===== config.mk =====
export PLATFORM = sky130hd
export DESIGN_NAME = nibcmd_regport
export DESIGN_NICKNAME = d
export VERILOG_FILES = /design/src/rtl/nibcmd_regport.sv
export SDC_FILE = /design/constraint.sdc
export NUM_CORES = 1
export LEC_CHECK = 0
export BUFFER_PORTS_ARGS = -buffer_cell sky130_fd_sc_hd__buf_2
export CORE_ASPECT_RATIO = 1.2
export CORE_MARGIN = 4
export CORE_UTILIZATION = 53
export CTS_BUF_LIST = sky130_fd_sc_hd__clkbuf_4 sky130_fd_sc_hd__clkbuf_8
export DETAILED_ROUTE_END_ITERATION = 7
export PLACE_DENSITY_LB_ADDON = 0.05
export SETUP_SLACK_MARGIN = 0.3
export SLEW_MARGIN = 10
export SYNTH_ARGS = -nofsm -noshare
export SYNTH_HDL_FRONTEND = slang
export SYNTH_SLANG_ARGS = --single-unit

===== constraint.sdc =====
create_clock -name clk -period 2.5 [get_ports clk]
set_clock_uncertainty 0.05 [all_clocks]
set_input_delay 0.375 -clock clk [delete_from_list [all_inputs] [get_ports clk]]
set_output_delay 0.375 -clock clk [all_outputs]
set_load 0.02 [all_outputs]

===== src/rtl/nibcmd_regport.sv =====
module nibcmd_regport #(
  parameter int NREG = 16
) (
  input  logic              clk,
  input  logic              rst,
  input  logic              cmd_valid,
  input  logic [7:0]        cmd_data,
  output logic              cmd_ready,
  output logic              rsp_valid,
  output logic [7:0]        rsp_data,
  input  logic              rsp_ready,
  output logic              aux_valid,
  output logic [7:0]        aux_data,
  input  logic [NREG-1:0]   stat_we,
  input  logic [7:0]        stat_data,
  output logic [NREG*8-1:0] wr_regs
);
  localparam int IW = $clog2(NREG);

  logic [7:0]  addr;
  logic [3:0]  dlo;
  logic [7:0]  wreg [NREG];
  logic [7:0]  rreg [NREG];

  wire        acc      = cmd_valid && cmd_ready;
  wire [3:0]  op       = cmd_data[7:4];
  wire [3:0]  opd      = cmd_data[3:0];
  wire        in_range = addr < 8'(NREG);
  wire [IW-1:0] idx    = addr[IW-1:0];

  assign cmd_ready = !rsp_valid || rsp_ready;
  assign aux_valid = acc && (op >= 4'h5);
  assign aux_data  = cmd_data;

  for (genvar i = 0; i < NREG; i++) begin : g_out
    assign wr_regs[i*8 +: 8] = wreg[i];
  end

  always_ff @(posedge clk) begin
    if (rst) begin
      addr      <= '0;
      dlo       <= '0;
      rsp_valid <= 1'b0;
      rsp_data  <= '0;
      for (int i = 0; i < NREG; i++) begin
        wreg[i] <= '0;
        rreg[i] <= '0;
      end
    end else begin
      if (rsp_valid && rsp_ready) rsp_valid <= 1'b0;
      if (acc) begin
        case (op)
          4'h0: addr[3:0] <= opd;
          4'h1: addr[7:4] <= opd;
          4'h2: dlo <= opd;
          4'h3: if (in_range) wreg[idx] <= {opd, dlo};
          4'h4: begin
            rsp_valid <= 1'b1;
            rsp_data  <= in_range ? rreg[idx] : 8'hFF;
            if (opd[0]) addr <= opd[1] ? addr - 8'd1 : addr + 8'd1;
          end
          default: ;
        endcase
      end
      for (int i = 0; i < NREG; i++)
        if (stat_we[i]) rreg[i] <= stat_data;
    end
  end
endmodule



# After elaboration in Yosys (flattened, before gate mapping)
# Memory sizes are Yosys's and may differ from the RTL's. A register that Yosys moved wholly into a read port is not among the register bits.
# Cells that the tools add are included.
[classes] n_addsub=2 mul=0 div=0 n_lt_le_gt_ge=2 eq_ne=5 shifts=0 muxes=84 bitwise=16 reduce_logical=13
[op_table] cell="8-bit two-way mux" n=20
[op_table] cell="1-bit two-way mux" n=59
[op_table] cell="1-bit OR" n=16
[op_table] cell="4-bit case mux with 2 select lines" n=2
[op_table] cell="4-bit two-way mux" n=3
[op_table] cell="8-bit by 1-bit adder with 8-bit output, second input constant" n=1
[op_table] cell="4-bit by 2-bit equality test with 1-bit output, second input constant" n=2
[op_table] cell="8-bit by 5-bit less-than comparator with 1-bit output, second input constant" n=1
[op_table] cell="8-bit OR reduction" n=1
[op_table] cell="8-bit by 1-bit subtractor with 8-bit output, second input constant" n=1
[op_table] cell="3-bit AND reduction" n=2
[op_table] cell="4-bit by 1-bit equality test with 1-bit output, second input constant" n=1
[op_table] cell="4-bit by 3-bit equality test with 1-bit output, second input constant" n=1
[op_table] cell="4-bit by 3-bit greater-or-equal comparator with 1-bit output, second input constant" n=1
[op_table] cell="4-bit zero test" n=1
[op_table] cell="2-bit AND reduction" n=2
[op_table] cell="2-bit nonzero test" n=2
[op_table] cell="1-bit logical AND" n=3
[op_table] cell="2-bit != test, second input constant" n=1
[op_table] cell="1-bit zero test" n=1
[op_table] cell="1-bit logical OR" n=1
[totals] ff_bits=21 latch_bits=0 mem_bits_rw=256 romBits=0 out_inout_bits=147 word_cells=129 memories=2
[memory_table] name="rreg" depth=16 width=8 read_ports=1 rd_ports_with_merged_regs=1 write_ports=16 line_no="23" text="logic [7:0] rreg [NREG];"
[memory_table] name="wreg" depth=16 width=8 read_ports=16 rd_ports_with_merged_regs=0 write_ports=16 line_no="22" text="logic [7:0] wreg [NREG];"

# Longest topological paths before layout
# Gate-level depths: netlist of the first run.
[logic_depth] word_depth=8 ltp_mapped=7

# Least setup slack after synthesis of the first run
# No wires, ideal clock.
[synth_path] kind="register to register" from="register addr[7]" to="memory wreg[10][0] (enable)" setup_time_ns=0.329 t_arrival_ns=2.169 slack_ns=-0.048 stages_incl_launch_ff=7 path_buffers=2 period_less_slack_ns=2.548 path_cell_list="dfxtp_1 > or4_4 > or4b_1 > buf_6 > buf_12 > nor3_4 > or2_1"
[synth_lines] item="start, declared" line_no="20" text="logic [7:0] addr;"
[synth_lines] item="start signal, assigned" line_no="54" text="4'h1: addr[7:4] <= opd;"
[synth_lines] item="start signal, assigned" line_no="60" text="if (opd[0]) addr <= opd[1] ? addr - 8'd1 : addr + 8'd1;"
[synth_lines] item="end, declared" line_no="22"

==> results of run 1 <==
-- worst max-delay path by stage --
stage / startpoint / endpoint / slack (ns) / cells past startpoint
6_report: addr[7] / wreg[8][4] / 0.13 / 5
5_1_grt: addr[7] / wreg[15][7] / 0.07 / 6
4_1_cts: addr[7] / wreg[14][1] / 0.14 / 5
3_5_place_dp: addr[7] / wreg[8][5] / -0.01 / 5
3_3_place_gp: addr[7] / wreg[8][1] / 0.01 / 5
2_1_floorplan: addr[7] / wreg[11][0] / 0.12 / 6
-- flip-flops by register name, summed over array words and instances (netlist names), named ones only --
name,count
dlo,4
rsp_valid,1
rreg,128
addr,8
wreg,128
rsp_data,8
-- cells by family after synthesis --
| family | after synthesis | synth area share, % |
|---|---|---|
| xor gates and xnor gates | 3 | 0.219 |
| muxes | 48 | 7.35 |
| and+or+nand+nor | 335 | 18.4 |
| DFF | 281 | 68.3 |
| buffers and inverters | 53 | 2.22 |
| AOI/OAI and AO/OA | 45 | 2.70 |
| adders and majority gates | 7 | 0.794 |
-- stage by stage --
stage	setup TNS, ns	worst slack, ns	util, %
2_1_floorplan	0	0.121	-
3_3_place_gp	0	0.0132	60.3
3_5_place_dp	-0.306	-0.0148	60.3
4_1_cts	0	0.141	64.5
5_1_grt	0	0.0696	65.1
6_report	0	0.129	65.1
-- final cells by class --
| type | instances | area (sq um) | share of cell area [%] |
|---|---|---|---|
| sequential | 281 | 8190 | 56.2 |
| timing repair buffer | 241 | 1470 | 10.1 |
| clock inverter | 19 | 115 | 0.790 |
| inverter | 3 | 11.3 | 0.0773 |
| clock buffer | 60 | 744 | 5.11 |
| tap | 279 | 349 | 2.40 |
| multi-input combinational | 438 | 3680 | 25.3 |
-- placed cells by master, fill, tap and decap left out, drive strengths merged, types with 16 or more instances in the layout --
cell	netlist	routed
nor4	18	18
or2	35	35
clkinv	0	16
nor2b	19	19
mux4	32	32
dfxtp	25	25
nor2	27	27
clkbuf	32	60
buf	18	241
edfxtp	256	256
mux2i	16	16
and2	196	196
-- worst max-delay path, cell delays in order (launching register included) --
cell,delay (ns)
dfxtp_2,0.32
or4_4,0.53
or4b_4,0.54
buf_12,0.20
nor3_4,0.22
or2_4,0.22
-- repair_timing --
action	CTS	global route
cloned	1	0
gates resized for setup	8	23
setup endpoints to repair	260	259
pin swaps	11	10
buffers inserted	3	2
-- power by group --
part	internal, uW	switching [uW]	total, uW
registers	5390	86.5	5480
clock network	2040	1690	3730
logic	285	465	750
total	7720	2240	9960
-- metal layers --
layer,share of wire [%],wire [um]
met3,6.0,1680
met2,54,15100
met5,0,0
met1,38,10600
met4,2.7,770
==> results.md, run 1 <==
* Synthesized cell area at 12,000 sq um
* Routed wire per std cell at 21.3 um
* CP Capture Type: register
* Unique masters post-synth at 49
* Clock root buffer: clkbuf_8
* Die W at approximately 150 um
* P per Cell Area at slightly below 700 nW/um^2
* Vias in the first global route at 7,601
* R2R Setup Slk at 0.13 ns
* Final cell count without fillers at 1,321
* Worst EP required at around 2.7 ns
* Antenna violations before repair at 0
* Global route total overflow at 0
* RSZ-0062 raised after global routing: yes
* GR Util met2 at 40.9%
* Worst reg-to-reg path cell count at 5
* I/O Pins at roughly 180
* Cts bufs inserted at 43
* Slew @ Worst Pin at 1.14 ns
* Synth top area share at 64.2%
* Hold Path End: rsp_valid
* Antenna diodes at 0
* Grt peak-use layer: met2
* ANT nets after route at 0
* Fmax at 422 MHz
* Detailed Route Iter0 Violations at 417
* HPWL after DPL at roughly 19 mm
* Top cells by count, synth: edfxtp_1, and2_1, or2_2
* Tmin final at 2.37 ns
* Number of synthesized flops with an enable pin at 256
* Hold path depth at 3
* Clock Sinks at 281
* Register area share after synthesis at approximately two thirds
* Clock latency on the worst-skew pair at 0.54 ns
* H-tree depth at 2
* Largest net degree at the start of global routing at just over 60
* Setup crit start kind: register
* HP Class: in2reg
* Aggregate routed wire length at 28.1 mm
* P&R area growth vs syn at 21.6%
* Final Cell Area at 14,600 sq um
* Seq cells post-synth at 281
* Die Ht at 173 um
* Synth Area per Inst at 15.5 sq um
* Syn Inst Count at 772
* Final nets at 1,051
* DRC at 0
* Global-route wire length before repair at 43.3 mm
* Most common cell in the synthesized netlist: edfxtp_1
* R2r startpoint: addr[7]
* CTS Hold Buffers Added at 0
* Die Area at 25,100 sq um
* Crit path max fanout at 14
* Total power at 9960 uW
* Placed cell area at 13,500 sq um
* Final GP Congestion at roughly 0.79
* M3 GR Usage at under 10%
* Hold wc startpoint: cmd_valid
* Predominant post-synthesis flop cell: edfxtp_1
* Crit Path Category: reg2reg
* Ranking of synthesized cells by area: edfxtp_1, and2_1, mux4_2
* Status: complete, no violations
* Pleak at 0.00586 uW
* CTS tree: done
* Placed cell count at approximately 1.2k
* Post-synth ARST share at 0%
* Rows at 60
* Slew headroom at 24.1%
* Fillers at 1,693
* PortBufs at 182
* Final Cycle Share at 94.8%
* Max cap viols at 0
* GR Util All Layers at roughly 22%
* Worst EP arrival at 2.57 ns
* Hold slack at 0.0939 ns
* Syn Nets at roughly 800
* Met1 usage at a little over a quarter
* Core area at 22,400 sq um
* Endpoints failing setup at 0
* Worst r2r dst: wreg[8][4]
* Peak supply drop at 0.000592 V
* Max-slew violations at 0
* Initial core utilization at around 54%
* Via density at ~5.5
* Area leader, netlist: edfxtp_1
* Clk pin slew, worst setup/hold paths at 0.06 ns
* Fin. Hold Viols at 0
* Yosys warns at 0
* Total number of vias at between 7k and 8k
* DRT Pass-1 Iters at 5
* CTS max path bufs at 3
* Layout cells sized above 1 at 39.9%
Note: power is estimated with default switching activity, not from simulation.
==> run 2: changes to the inputs <==
Clock period 2.5 ns to 2 ns, I/O delays scaled along.
==> run 2 against run 1 <==
The flow now finishes with violations (setup timing). Highest routed layer unchanged. Critical path depth increased by 1. Total power increased by 28%. Final cell count increased by 1.7%. Combinational power increased by 36%. Final area increased by 4.3%. Hold slack got worse by 0.0033 ns. Worst setup slack got worse by 0.50 ns. Via count increased by 0.65%. Non-clock buffer count increased by 24. Sequential share of layout area decreased by 2.2 points. Global-route usage decreased by 0.15 points. Routed wire length decreased by 0.55%. Critical endpoint is now wreg[15][3].
==> results.md, run 2 (synthesis gave the netlist of run 1 again) <==
* Status: finished with violations
* Failing checks: setup timing
* Slew headroom at 51.4%
* Placed cell count at 1,252
* HPWL after DPL at 18.7 mm
* Placed cell area at approximately 14,000 sq um
* Slew @ Worst Pin at roughly 0.73 ns
* Rows at 60
* HP Class: in2reg
* Largest net degree at the start of global routing at 62
* Final Cell Area at 15,200 sq um
* Pleak at 0.00610 uW
* Setup slack at placement at -0.526 ns
* Via density at 5.40
* P&R area growth vs syn at 26.7%
* Final Cycle Share at 119%
* ANT nets after route at 0
* DRT Pass-1 Iters at 4
* Antenna diodes at 0
* Core area at 22,400 sq um
* DRC at 0
* Die W at 145 um
* Clock latency on the worst-skew pair at roughly 0.53 ns
* Total number of vias at a little over 7k
* Vias in the first global route at 7,585
* H-tree depth at 2
* Fin. Hold Viols at 0
* I/O Pins at 183
* GR Util All Layers at 22.2%
* Util after Layout at 67.9%
* Global route total overflow at 0
* Worst EP arrival at 2.56 ns
* Post-route worst setup slack at -0.372 ns
* P per Cell Area at 842 nW/um^2
* Fmax at 422 MHz
* Crit path max fanout at 8
* Layout cells sized above 1 at around 45%
* Global-route wire length before repair at 43.2 mm
* Endpoints failing setup at 264
* Max cap viols at 0
* Fillers at 1,561
* Die Area at between 20,000 and 30,000 sq um
* CTS tree: done
* Top Registers: rreg: 128 flops, wreg: 128 flops
* Die Ht at roughly 170 um
* CP Capture Type: register
* Peak supply drop at 0.000615 V
* Final GP Congestion at 0.828
* CTS max path bufs at 3
* Worst EP required at 2.19 ns
* Routed wire per std cell at 20.8 um
* Max-slew violations at 0
* Cts bufs inserted at 43
* Commonest non-fill, non-tap cell in the layout: edfxtp_1
* Final nets at 1,075
* Final cell count without fillers at 1,344
* Clock Sinks at 281
* Clock root buffer: clkbuf_8
* Antenna violations before repair at 0
* Detailed Route Iter0 Violations at ~430
* Aggregate routed wire length at between 20 and 30 mm
* Most frequent cells in the layout: edfxtp_1, and2_1, buf_2, buf_4, clkbuf_8
* Initial core utilization at 53.6%
* PortBufs at 182
* Setup crit start kind: register
* Tmin final at 2.37 ns
* Crit Path Category: reg2reg
* RSZ-0062 raised after global routing: yes
* Clk pin slew, worst setup/hold paths at ~0.06 ns
* CTS Hold Buffers Added at 0
==> run 2: cell types whose count changed in the layout (fill, tap and decap cells not counted), sizes merged <==
cell	previous run	this run
clkbuf	60	71
inv	4	3
clkinv	16	5
buf	241	265
==> run 2: worst paths after layout <==
check                                 start     endpoint  slack, ns  depth (start not counted)
worst min register to register  rsp_data[3]  rsp_data[3]       0.47                          2
worst min-delay path            cmd_data[2]       dlo[2]       0.09                          3
worst max-delay path                addr[7]  wreg[15][3]      -0.37                          6
worst max register to register      addr[7]  wreg[15][3]      -0.37                          6
==> run 2: final cells by class <==
cell class                      instances  area (sq um)  area share [%]
Sequential cell                       281          8200            54.0
Multi-Input combinational cell        438          4000            26.3
Timing Repair Buffer                  265          1710            11.3
Clock buffer                           71           858            5.65
Tap cell                              279           349            2.30
Clock inverter                          7          60.1           0.395
Inverter                                3          11.3          0.0742
==> run 2: critical path, stage by stage, from the launching register on <==
cell and delay [ns]:
dfxtp_2 0.32, or4_4 0.53, or4b_4 0.54, buf_12 0.16, buf_16 0.14, nor3_4 0.13
or2_4 0.22
==> run 2: per-layer routing <==
metal  track usage (%)  vias to the layer above  share of wire [%]
met5                 0                        -                  0
met4              7.13                        0                2.6
met3              4.64                       56                5.8
met2              40.2                      267                 54
met1              26.5                     3574                 38
li1                  -                     3365                  -
==> run 2: timing repair <==
action	in CTS	in global routing
setup endpoints to repair	275	278
cloned	2	0
endpoints found under the hold margin	0	0
pin swaps	19	11
setup buffers	10	2
resized for setup	55	31
==> run 2: metrics by stage <==
stage	hold slack, ns	TNS (ns)	total power (uW)
after floorplan	0.390	-62.21	7530
after global placement	0.461	-99.25	7890
after detailed placement	0.459	-104.59	7940
after CTS	0.0598	-75.34	12900
after global routing	0.0965	-92.28	13300
final	0.0906	-73.21	12800
==> run 2: where the power goes <==
group | switching (uW) | internal, uW | total, uW | leakage, uW
registers | 96.0 | 6740 | 6840 | 0.00289
clock network | 2100 | 2830 | 4930 | 0.000490
logic | 630 | 394 | 1020 | 0.00272
total | 2820 | 9970 | 12800 | 0.00610
==> run 3: changes to the inputs <==
Settings changed: CORE_UTILIZATION 53 to 40, HOLD_SLACK_MARGIN set to 0.06.
==> run 3 against run 2 <==
The run still ends with setup timing left. Highest routed layer unchanged. Total power grew 0.21%. Critical path depth fell by 1. Sequential cell count is the same. Clock-buffer cell count shrank 11.
==> results.md, run 3 (synthesis gave the netlist of run 1 again) <==
* Tmin final at 2.34 ns
* DRC at 0
* Max-slew violations at 0
* Commonest non-fill, non-tap cell in the layout: edfxtp_1
* HP Class: in2reg
* Most frequent cells in the layout: edfxtp_1, and2_1, buf_2, buf_4, clkbuf_8
* Status: finished with violations
* Antenna violations before repair at 0
* Crit Path Category: reg2reg
* Crit path max fanout at 15
* Die Area at around 33,000 sq um
* Total number of vias at 7,258
* Slowest Stage Delay on Critical Path at between 0.5 and 0.6 ns
* Fmax at 427 MHz
* Setup slack at placement at -0.534 ns
* PortBufs at approximately 180
* Max cap viols at 0
* Cts bufs inserted at 45
* Post-route worst setup slack at -0.340 ns
* RSZ-0062 raised after global routing: yes
* Buffer and inverter count on the worst path at 1
* Die Ht at 198 um
* Aggregate routed wire length at 30.4 mm
* Worst EP arrival at 2.55 ns
* CP Capture Type: register
* Core area at approximately 30,000 sq um
* ANT nets after route at 0
* Slew headroom at 18.2%
* Slew @ Worst Pin at 1.22 ns
* Layout cells sized above 1 at 44.1%
* I/O Pins at 183
* Endpoints failing setup at 262
* Worst EP required at around 2.2 ns
* DRT Pass-1 Iters at 5
* Pleak at 0.00605 uW
* Setup crit start kind: register
* Clk pin slew, worst setup/hold paths at 0.06 ns
* Detailed Route Iter0 Violations at around 420
* GR Util All Layers at 18.3%
* Vias in the first global route at about 7.6k
* Global-route wire length before repair at 45.5 mm
* Initial core utilization at 40.5%
* Clock Sinks at 281
* Top Registers: rreg: 128 flops, wreg: 128 flops
* Global route total overflow at 0
* HPWL after DPL at 21.1 mm
* Crit-path leading delay family: simple AND/OR/NAND/NOR gates
* Placed cell area at 13,900 sq um
* Peak supply drop at 0.000512 V
* R2R Setup Slk at -0.34 ns
* Largest net degree at the start of global routing at 33
* Antenna diodes at 0
* Clock root buffer: clkbuf_8
* Final nets at between 1k and 1.5k
* Final Cycle Share at 117%
* Worst path slowest cell: or4_4
* Total power at 12,800 uW
* P per Cell Area at between 800 and 900 nW/um^2
* Worst path cell trace: or4_4, or4b_4, buf_12, nor3_2, or2_4
* Via density at 4.95
* P&R area growth vs syn at 27.3%
* CTS tree: done
* Final cell count without fillers at 1,466
* H-tree depth at 2
* Clock latency on the worst-skew pair at 0.56 ns
* Rows at slightly below 70
* Failing checks: setup timing
* Final GP Congestion at 0.836
* Routed wire per std cell at 20.8 um
* Fin. Hold Viols at 0
* Die W at 166 um
* CTS max path bufs at 3
* Placed cell count at between 1k and 1.5k
* Final Cell Area at 15,300 sq um
run 3: path summary, 6_finish.rpt:
kind              start         end  cells past startpoint
max reg2reg     addr[7]  wreg[7][3]                      5
min          stat_we[7]  rreg[7][6]                      2
min reg2reg      dlo[1]      dlo[1]                      2
max             addr[7]  wreg[7][3]                      5
run 3: where the power goes:
part / total (uW) / switching, uW / internal (uW) / leakage (uW)
sequential: 6830 / 93.7 / 6740 / 0.00289
clock: 4920 / 2200 / 2720 / 0.000480
combinational: 1060 / 651 / 408 / 0.00268
total: 12800 / 2950 / 9870 / 0.00605
run 3: what timing repair did:
item / in CTS / in global routing
hold buffers: 2 / 0
pin swaps: 14 / 13
buffers inserted: 8 / 6
gates resized for setup: 50 / 27
setup endpoints to repair: 276 / 278
endpoints found under the hold margin: 4 / 0
run 3: cell type report:
cell class,instances,area [sq um]
clock buffers,60,757
fillers,2526,14400
flip-flops and latches,281,8200
clock inverters,22,148
multi-input cells,438,3950
well taps,390,488
inverters,3,11.3
repair buffers,272,1700
run 3: metrics by stage:
| stage | utilization (%) | setup TNS [ns] | hold WS (ns) |
|---|---|---|---|
| 2_1_floorplan | - | -62.21 | 0.390 |
| 3_3_place_gp | 46.9 | -103.85 | 0.428 |
| 3_5_place_dp | 46.9 | -107.83 | 0.440 |
| 4_1_cts | 50.9 | -63.42 | 0.0725 |
| 5_1_grt | 51.5 | -82.36 | 0.0701 |
| 6_report | 51.5 | -62.60 | 0.112 |
run 3: worst reg2reg max path, stage by stage (launching register included):
cell     delay (ns)
dfxtp_2        0.32
or4_4          0.53
or4b_4         0.53
buf_12         0.19
nor3_2         0.21
or2_4          0.23
run 3: metal layers:
layer	share of wire, %	track usage (%)	vias up
met2	53	33.2	222
met1	40	22.1	3591
li1	-	-	3385
met5	0	0	-
met3	4.8	3.34	60
met4	2.5	5.81	0
